### src/rtl/pgrd_pkg.sv
package pgrd_pkg;

  typedef enum logic [1:0] {
    ST_IDLE = 2'd0,
    ST_READ = 2'd1,
    ST_GAP  = 2'd2
  } pgrd_state_e;

endpackage

### src/rtl/pgrd_lat.sv
// Per-word wait counter: picks page or full access time and counts it down.
module pgrd_lat #(
  parameter int T_INIT = 6,
  parameter int T_PAGE = 2,
  parameter int CNT_W  = 6
) (
  input  logic             clk,
  input  logic             rst_n,
  input  logic             run,
  input  logic             load,
  input  logic             load_full,
  input  logic             same_page,
  output logic             done,
  output logic [CNT_W-1:0] next_len
);

  localparam logic [CNT_W-1:0] LEN_FULL = CNT_W'(T_INIT);
  localparam logic [CNT_W-1:0] LEN_PAGE = CNT_W'(T_PAGE);
  localparam logic [CNT_W-1:0] ONE      = CNT_W'(1);

  logic [CNT_W-1:0] wcnt_q;
  logic [CNT_W-1:0] wcnt_d;
  logic             wcnt_en;

  assign next_len = same_page ? LEN_PAGE : LEN_FULL;
  assign done     = run && (wcnt_q == '0);

  always_comb begin
    wcnt_d  = wcnt_q;
    wcnt_en = 1'b0;
    if (load) begin
      wcnt_en = 1'b1;
      wcnt_d  = (load_full ? LEN_FULL : next_len) - ONE;
    end else if (run && (wcnt_q != '0)) begin
      wcnt_en = 1'b1;
      wcnt_d  = wcnt_q - ONE;
    end
  end

  always_ff @(posedge clk or negedge rst_n) begin
    if (!rst_n)       wcnt_q <= '0;
    else if (wcnt_en) wcnt_q <= wcnt_d;
  end

  AST_NEW_PAGE_FULL: assert property (@(posedge clk) disable iff (!rst_n)
    (load && !same_page) |=> (wcnt_q == LEN_FULL - ONE));

  AST_WAIT_HELD_IN_GAP: assert property (@(posedge clk) disable iff (!rst_n)
    (!run && !load) |=> $stable(wcnt_q));

endmodule

### src/rtl/pgrd_cewin.sv
// Chip-enable low-time window: tells whether the next word still fits.
module pgrd_cewin #(
  parameter int T_CEMAX = 20,
  parameter int CNT_W   = 6
) (
  input  logic             clk,
  input  logic             rst_n,
  input  logic             ce_low,
  input  logic [CNT_W-1:0] need,
  output logic             fits
);

  localparam logic [CNT_W-1:0] CNT_TOP = {CNT_W{1'b1}};
  localparam logic [CNT_W:0]   LIMIT   = (CNT_W+1)'(T_CEMAX);

  logic [CNT_W-1:0] low_q;
  logic [CNT_W-1:0] low_d;
  logic [CNT_W:0]   used_after;

  // cycles already low (low_q), plus the current one, plus the next word
  assign used_after = {1'b0, low_q} + {1'b0, need} + (CNT_W+1)'(1);
  assign fits       = (used_after <= LIMIT);

  always_comb begin
    if (!ce_low)               low_d = '0;
    else if (low_q != CNT_TOP) low_d = low_q + CNT_W'(1);
    else                       low_d = low_q;
  end

  always_ff @(posedge clk or negedge rst_n) begin
    if (!rst_n) low_q <= '0;
    else        low_q <= low_d;
  end

  AST_CE_WINDOW: assert property (@(posedge clk) disable iff (!rst_n)
    ce_low |-> ({1'b0, low_q} < LIMIT));

endmodule

### src/rtl/pgrd_ctrl.sv
module pgrd_ctrl
  import pgrd_pkg::*;
#(
  parameter int ADDR_W  = 22,
  parameter int DATA_W  = 16,
  parameter int LEN_W   = 8,
  parameter int PAGE_W  = 4,
  parameter int T_INIT  = 6,
  parameter int T_PAGE  = 2,
  parameter int T_CEMAX = 20
) (
  input  logic              clk,
  input  logic              rst_n,
  input  logic              req_valid,
  output logic              req_ready,
  input  logic [ADDR_W-1:0] req_addr,
  input  logic [LEN_W-1:0]  req_len,
  output logic [ADDR_W-1:0] mem_addr,
  output logic              mem_ce_n,
  output logic              mem_oe_n,
  output logic              mem_we_n,
  output logic              mem_adv_n,
  output logic              mem_lb_n,
  output logic              mem_ub_n,
  output logic              mem_clk,
  input  logic [DATA_W-1:0] mem_dq,
  output logic              rd_valid,
  output logic [DATA_W-1:0] rd_data,
  output logic              rd_last
);

  localparam int CNT_W = $clog2(T_CEMAX + T_INIT + 2) + 1;

  pgrd_state_e       state_q, state_d;
  logic [ADDR_W-1:0] addr_q, addr_d, addr_inc;
  logic [LEN_W-1:0]  rem_q, rem_d;
  logic              ld, ld_full, cap, same_page, done, fits, reading;
  logic [CNT_W-1:0]  next_len;
  logic              rdv_q, last_q;
  logic [DATA_W-1:0] data_q;

  assign reading   = (state_q == ST_READ);
  assign addr_inc  = addr_q + ADDR_W'(1);
  assign same_page = (addr_q[ADDR_W-1:PAGE_W] == addr_inc[ADDR_W-1:PAGE_W]);

  pgrd_lat #(.T_INIT(T_INIT), .T_PAGE(T_PAGE), .CNT_W(CNT_W)) u_lat (
    .clk(clk), .rst_n(rst_n), .run(reading), .load(ld), .load_full(ld_full),
    .same_page(same_page), .done(done), .next_len(next_len)
  );

  pgrd_cewin #(.T_CEMAX(T_CEMAX), .CNT_W(CNT_W)) u_cewin (
    .clk(clk), .rst_n(rst_n), .ce_low(reading), .need(next_len), .fits(fits)
  );

  // next-state logic
  always_comb begin
    state_d = state_q;
    addr_d  = addr_q;
    rem_d   = rem_q;
    ld      = 1'b0;
    ld_full = 1'b0;
    cap     = 1'b0;
    unique case (state_q)
      ST_IDLE: begin
        if (req_valid) begin
          state_d = ST_READ;
          addr_d  = req_addr;
          rem_d   = req_len;
          ld      = 1'b1;
          ld_full = 1'b1;
        end
      end
      ST_READ: begin
        if (done) begin
          cap = 1'b1;
          if (rem_q == '0) begin
            state_d = ST_IDLE;
          end else begin
            addr_d = addr_inc;
            rem_d  = rem_q - LEN_W'(1);
            ld     = 1'b1;
            if (!fits) begin
              state_d = ST_GAP;
              ld_full = 1'b1;
            end
          end
        end
      end
      ST_GAP:  state_d = ST_READ;
      default: state_d = ST_IDLE;
    endcase
  end

  // registers
  always_ff @(posedge clk or negedge rst_n) begin
    if (!rst_n) begin
      state_q <= ST_IDLE;
      addr_q  <= '0;
      rem_q   <= '0;
    end else begin
      state_q <= state_d;
      addr_q  <= addr_d;
      rem_q   <= rem_d;
    end
  end

  always_ff @(posedge clk or negedge rst_n) begin
    if (!rst_n) begin
      rdv_q  <= 1'b0;
      last_q <= 1'b0;
    end else begin
      rdv_q  <= cap;
      last_q <= cap && (rem_q == '0);
    end
  end

  always_ff @(posedge clk or negedge rst_n) begin
    if (!rst_n)   data_q <= '0;
    else if (cap) data_q <= mem_dq;
  end

  assign req_ready = (state_q == ST_IDLE);
  assign mem_addr  = addr_q;
  assign mem_ce_n  = !reading;
  assign mem_oe_n  = !reading;
  assign mem_adv_n = !reading;
  assign mem_lb_n  = !reading;
  assign mem_ub_n  = !reading;
  assign mem_we_n  = 1'b1;
  assign mem_clk   = 1'b0;
  assign rd_valid  = rdv_q;
  assign rd_data   = data_q;
  assign rd_last   = last_q;

  AST_ADDR_HOLD: assert property (@(posedge clk) disable iff (!rst_n)
    (reading && !done) |=> $stable(mem_addr));

  AST_LAST_CE_HIGH: assert property (@(posedge clk) disable iff (!rst_n)
    (rd_valid && rd_last) |-> (mem_ce_n && req_ready));

  AST_GAP_ONE_CYCLE: assert property (@(posedge clk) disable iff (!rst_n)
    ($rose(mem_ce_n) && !req_ready) |=> !mem_ce_n);

  AST_VALID_AFTER_CE: assert property (@(posedge clk) disable iff (!rst_n)
    $rose(rd_valid) |-> $past(!mem_ce_n));

endmodule

### config.mk
export PLATFORM = sky130hd
export DESIGN_NAME = pgrd_ctrl
export DESIGN_NICKNAME = d
export VERILOG_FILES = /design/src/rtl/pgrd_pkg.sv /design/src/rtl/pgrd_lat.sv /design/src/rtl/pgrd_cewin.sv /design/src/rtl/pgrd_ctrl.sv
export SDC_FILE = /design/constraint.sdc
export NUM_CORES = 1
export LEC_CHECK = 0
export CORE_UTILIZATION = 52
export DETAILED_ROUTE_END_ITERATION = 6
export MAX_ROUTING_LAYER = met4
export PLACE_DENSITY = 0.86
export SKIP_CTS_REPAIR_TIMING = 1
export SYNTH_ARGS = -nofsm -noshare
export SYNTH_HDL_FRONTEND = slang
export SYNTH_SLANG_ARGS = --single-unit
export TNS_END_PERCENT = 30
### constraint.sdc
create_clock -name clk -period 7.1 [get_ports clk]
set_input_delay 1.42 -clock clk [delete_from_list [all_inputs] [get_ports clk]]
set_output_delay 1.42 -clock clk [all_outputs]
set_load 0.03 [all_outputs]
==> metrics.yaml <==
antenna_found_initial: 0
yosys-top-cells-area: "dfrtp_1, nand2_1, a21oi_1"
crit_arrival_ns: 2.59
rsz0062_at_grt: "no"
first_iter_violations: 267
p_per_area_nw_per_um2: 163.6
async_reset_ff_share_pct: 100.0
crit_fanout: 56
final_area_um2: 4517
ys_seq_area_share_pct: 45.21
fin_skew_ns: 0.01191
io-pin-count: 97
grt_overflow: 0
clkLatencyLatePin_ns: 0.34
drcViolationCount: 0
yosysMostFrequentCell: "nand2_1"
syn_inst: 411
start_kind: "flop"
ys_types: 55
p_seq_share_pct: 48.8
cts_root_buffer: "clkbuf_8"
cts_max_level: 3
place_inst: 554
path_cells: "nor2b_4 -> buf_4 -> inv_2 -> clkdlybuf4s50_1"
synth_top_area_share_pct: 45.21
clk_pin_slew_ns: 0.07
antenna_cells: 0
crit_buf_inv: 3
gp_congestion: 0.8200
rows: 29
syn-num-nets: 467
critPathKind: "reg2out"
min_period_ns: 4.014
setup_ws_ns: 3.086
portBuffers: 94
p_sw_mw: 0.1689
yosysTopAreaCell: "dfrtp_1"
intPower_mw: 0.5701
drt-total-wl_um: 9114
syn_to_final_growth_pct: 31.61
cp-end-kind: "primary output"
drv_cap: 0
layout-drive-gt1-share_pct: 5.680
dp_slack_ns: 3.178
fillers: 493
firstDrtPassIters: 5
die_area_um2: 6929
clk_path_buf_depth: 2
hold_path.class: "reg2reg"
slew_viol_final: 0
track_usage_pct: 28.22
ir_drop_mv: 0.1139
final_hold_viol_count: 0
grt_max_degree: 63
via_per_inst: 5.918
synth_edf_count: 0
postPlaceCellArea_um2: 4317
syn-mean-instance-area_um2: 8.350
required_ns: 5.68
ant_nets: 0
dp_hpwl_um: 6222
die_h_um: 83.24
synthTopCellsByCount: "nand2_1, dfrtp_1, a21oi_1"
syn_area_um2: 3432
status: "completed"
fin_total_pwr_mw: 0.7390
cpMaxStageDelayCell: "clkdlybuf4s50_1"
synth_seq_cells: 62
start_util_pct: 54.05
swShare_pct: 22.86
die_w_um: 83.24
p_comb_share_pct: 8.1
num_vias: 3373
fin_nets: 544
cts_tree: "done"
grt_pass1_wl_um: 15210
setup_tns_ns: 0
yosys_warnings: 0
slowest_delay_ns: 0.81
setup_viol: 0
path_delay_family: "buffers and inverters"
numCtsBuffers: 9
p_clk_share_pct: 43.2
post-route-period-util_pct: 56.54
cts.sinks: 62
max_slew.worst_pin.slew_ns: 0.8831
relSlewSlack_pct: 40.95
layout.cells.non_filler: 570
fmax_ghz: 0.2491
grt_pass1_vias: 3227
post_drt_wl_per_cell_um: 15.99
coreArea_um2: 6350
yosys_most_used_dff: "dfrtp_1"
p_leak_nw: 1.962
-- through the flow --
stage	util (%)	hold WS, ns
after floorplan	-	0.4904
after global placement	67.98	0.4585
after detailed placement	67.98	0.4674
after CTS	71.13	0.4827
after global routing	71.13	0.5129
final	71.13	0.4781
-- cell type report --
class / count / area (um^2) / share of cell area, %
tap: 77 / 96.34 / 2.133
timing repair buffer: 96 / 950.9 / 21.05
inverter: 12 / 45.04 / 0.9972
sequential: 62 / 1551 / 34.35
clock buffer: 12 / 155.1 / 3.435
clock inverter: 4 / 45.04 / 0.9972
multi-input combinational: 307 / 1673 / 37.04
-- layout by cell type, fill, tap and decap left out, types with 2 or more instances in the layout --
master | Yosys | final
o22ai_1 | 12 | 12
clkbuf_8 | 0 | 11
nand4_1 | 6 | 6
nand3_1 | 15 | 15
nor4_1 | 2 | 2
o21a_1 | 3 | 3
o2bb2a_2 | 2 | 2
nand2b_1 | 4 | 4
a211oi_1 | 3 | 3
dfrtp_1 | 62 | 62
nand2_1 | 80 | 80
inv_1 | 10 | 10
clkdlybuf4s50_1 | 0 | 93
nor2b_1 | 3 | 2
nor2_1 | 34 | 34
o21ai_1 | 6 | 6
xnor2_1 | 3 | 3
ha_1 | 7 | 7
or3_1 | 2 | 2
o21ai_0 | 16 | 16
buf_4 | 7 | 2
o32ai_1 | 3 | 3
inv_2 | 2 | 2
a21oi_1 | 50 | 50
a41o_1 | 2 | 2
xor2_1 | 3 | 3
o31ai_1 | 2 | 2
nor3_1 | 14 | 14
clkinv_2 | 0 | 3
and4_1 | 2 | 2
nor4b_1 | 3 | 3
conb_1 | 2 | 2
a22o_1 | 2 | 2
and2_1 | 2 | 2
a31oi_1 | 5 | 5
-- tightest hold or removal path: cells and delay by family (launching register included) --
kind | cells | cell delay, ns
flip-flops | 1 | 0.34
AND/OR/NAND/NOR | 2 | 0.11
-- metal layers --
metal  up-vias  part of all wire [%]  GRT usage [%]
li1       1600                     -              -
met1      1619                    43          35.25
met2       127                    49          44.86
met3        27                   5.7          5.268
met4         0                   2.4          12.54
met5         -                     0              -
-- worst paths after layout --
check	startpoint	end	slack [ns]	cells past startpoint
hold reg to reg	rd_data[3]	rd_data[3]	0.48	2
setup / recovery	state_q[0]	mem_lb_n	3.09	4
hold / removal	rd_data[3]	rd_data[3]	0.48	2
min in group asynchronous	rst_n	mem_addr[8]	1.24	2
max in group asynchronous	rst_n	mem_addr[18]	5.34	2
setup reg to reg	state_q[0]	u_lat.wcnt_q[2]	3.10	11
-- power groups by stage --
| stage | Combinational, mW | Clock [mW] | Sequential, mW |
|---|---|---|---|
| CTS | 0.0603 | 0.324 | 0.360 |
| global route | 0.0638 | 0.341 | 0.361 |
| detailed placement | 0.0600 | 0 | 0.367 |
| finish | 0.0598 | 0.319 | 0.360 |
| global placement | 0.0598 | 0 | 0.367 |
| floorplan | 0.00579 | 0 | 0.376 |
-- state kept, by name, indices dropped and copies added, names as in the netlist --
name	count
rd_data	16
state_q	2
rd_last	1
u_cewin.low_q	6
rem_q	8
rd_valid	1
u_lat.wcnt_q	6
mem_addr	22
-- cells by family (layout without fill, tap and decap cells) --
family	Yosys count	after routing	synth area share, %
and+or+nand+nor	174	174	23.15
other	2	2	0.2188
buffers and inverters	42	124	6.270
xor gates and xnor gates	6	6	1.531
DFF	62	62	45.21
adders and majority gates	7	7	2.552
muxes	1	1	0.2917
AOI/OAI and AO/OA	117	117	20.78
Power figures use the tool's default switching activity.
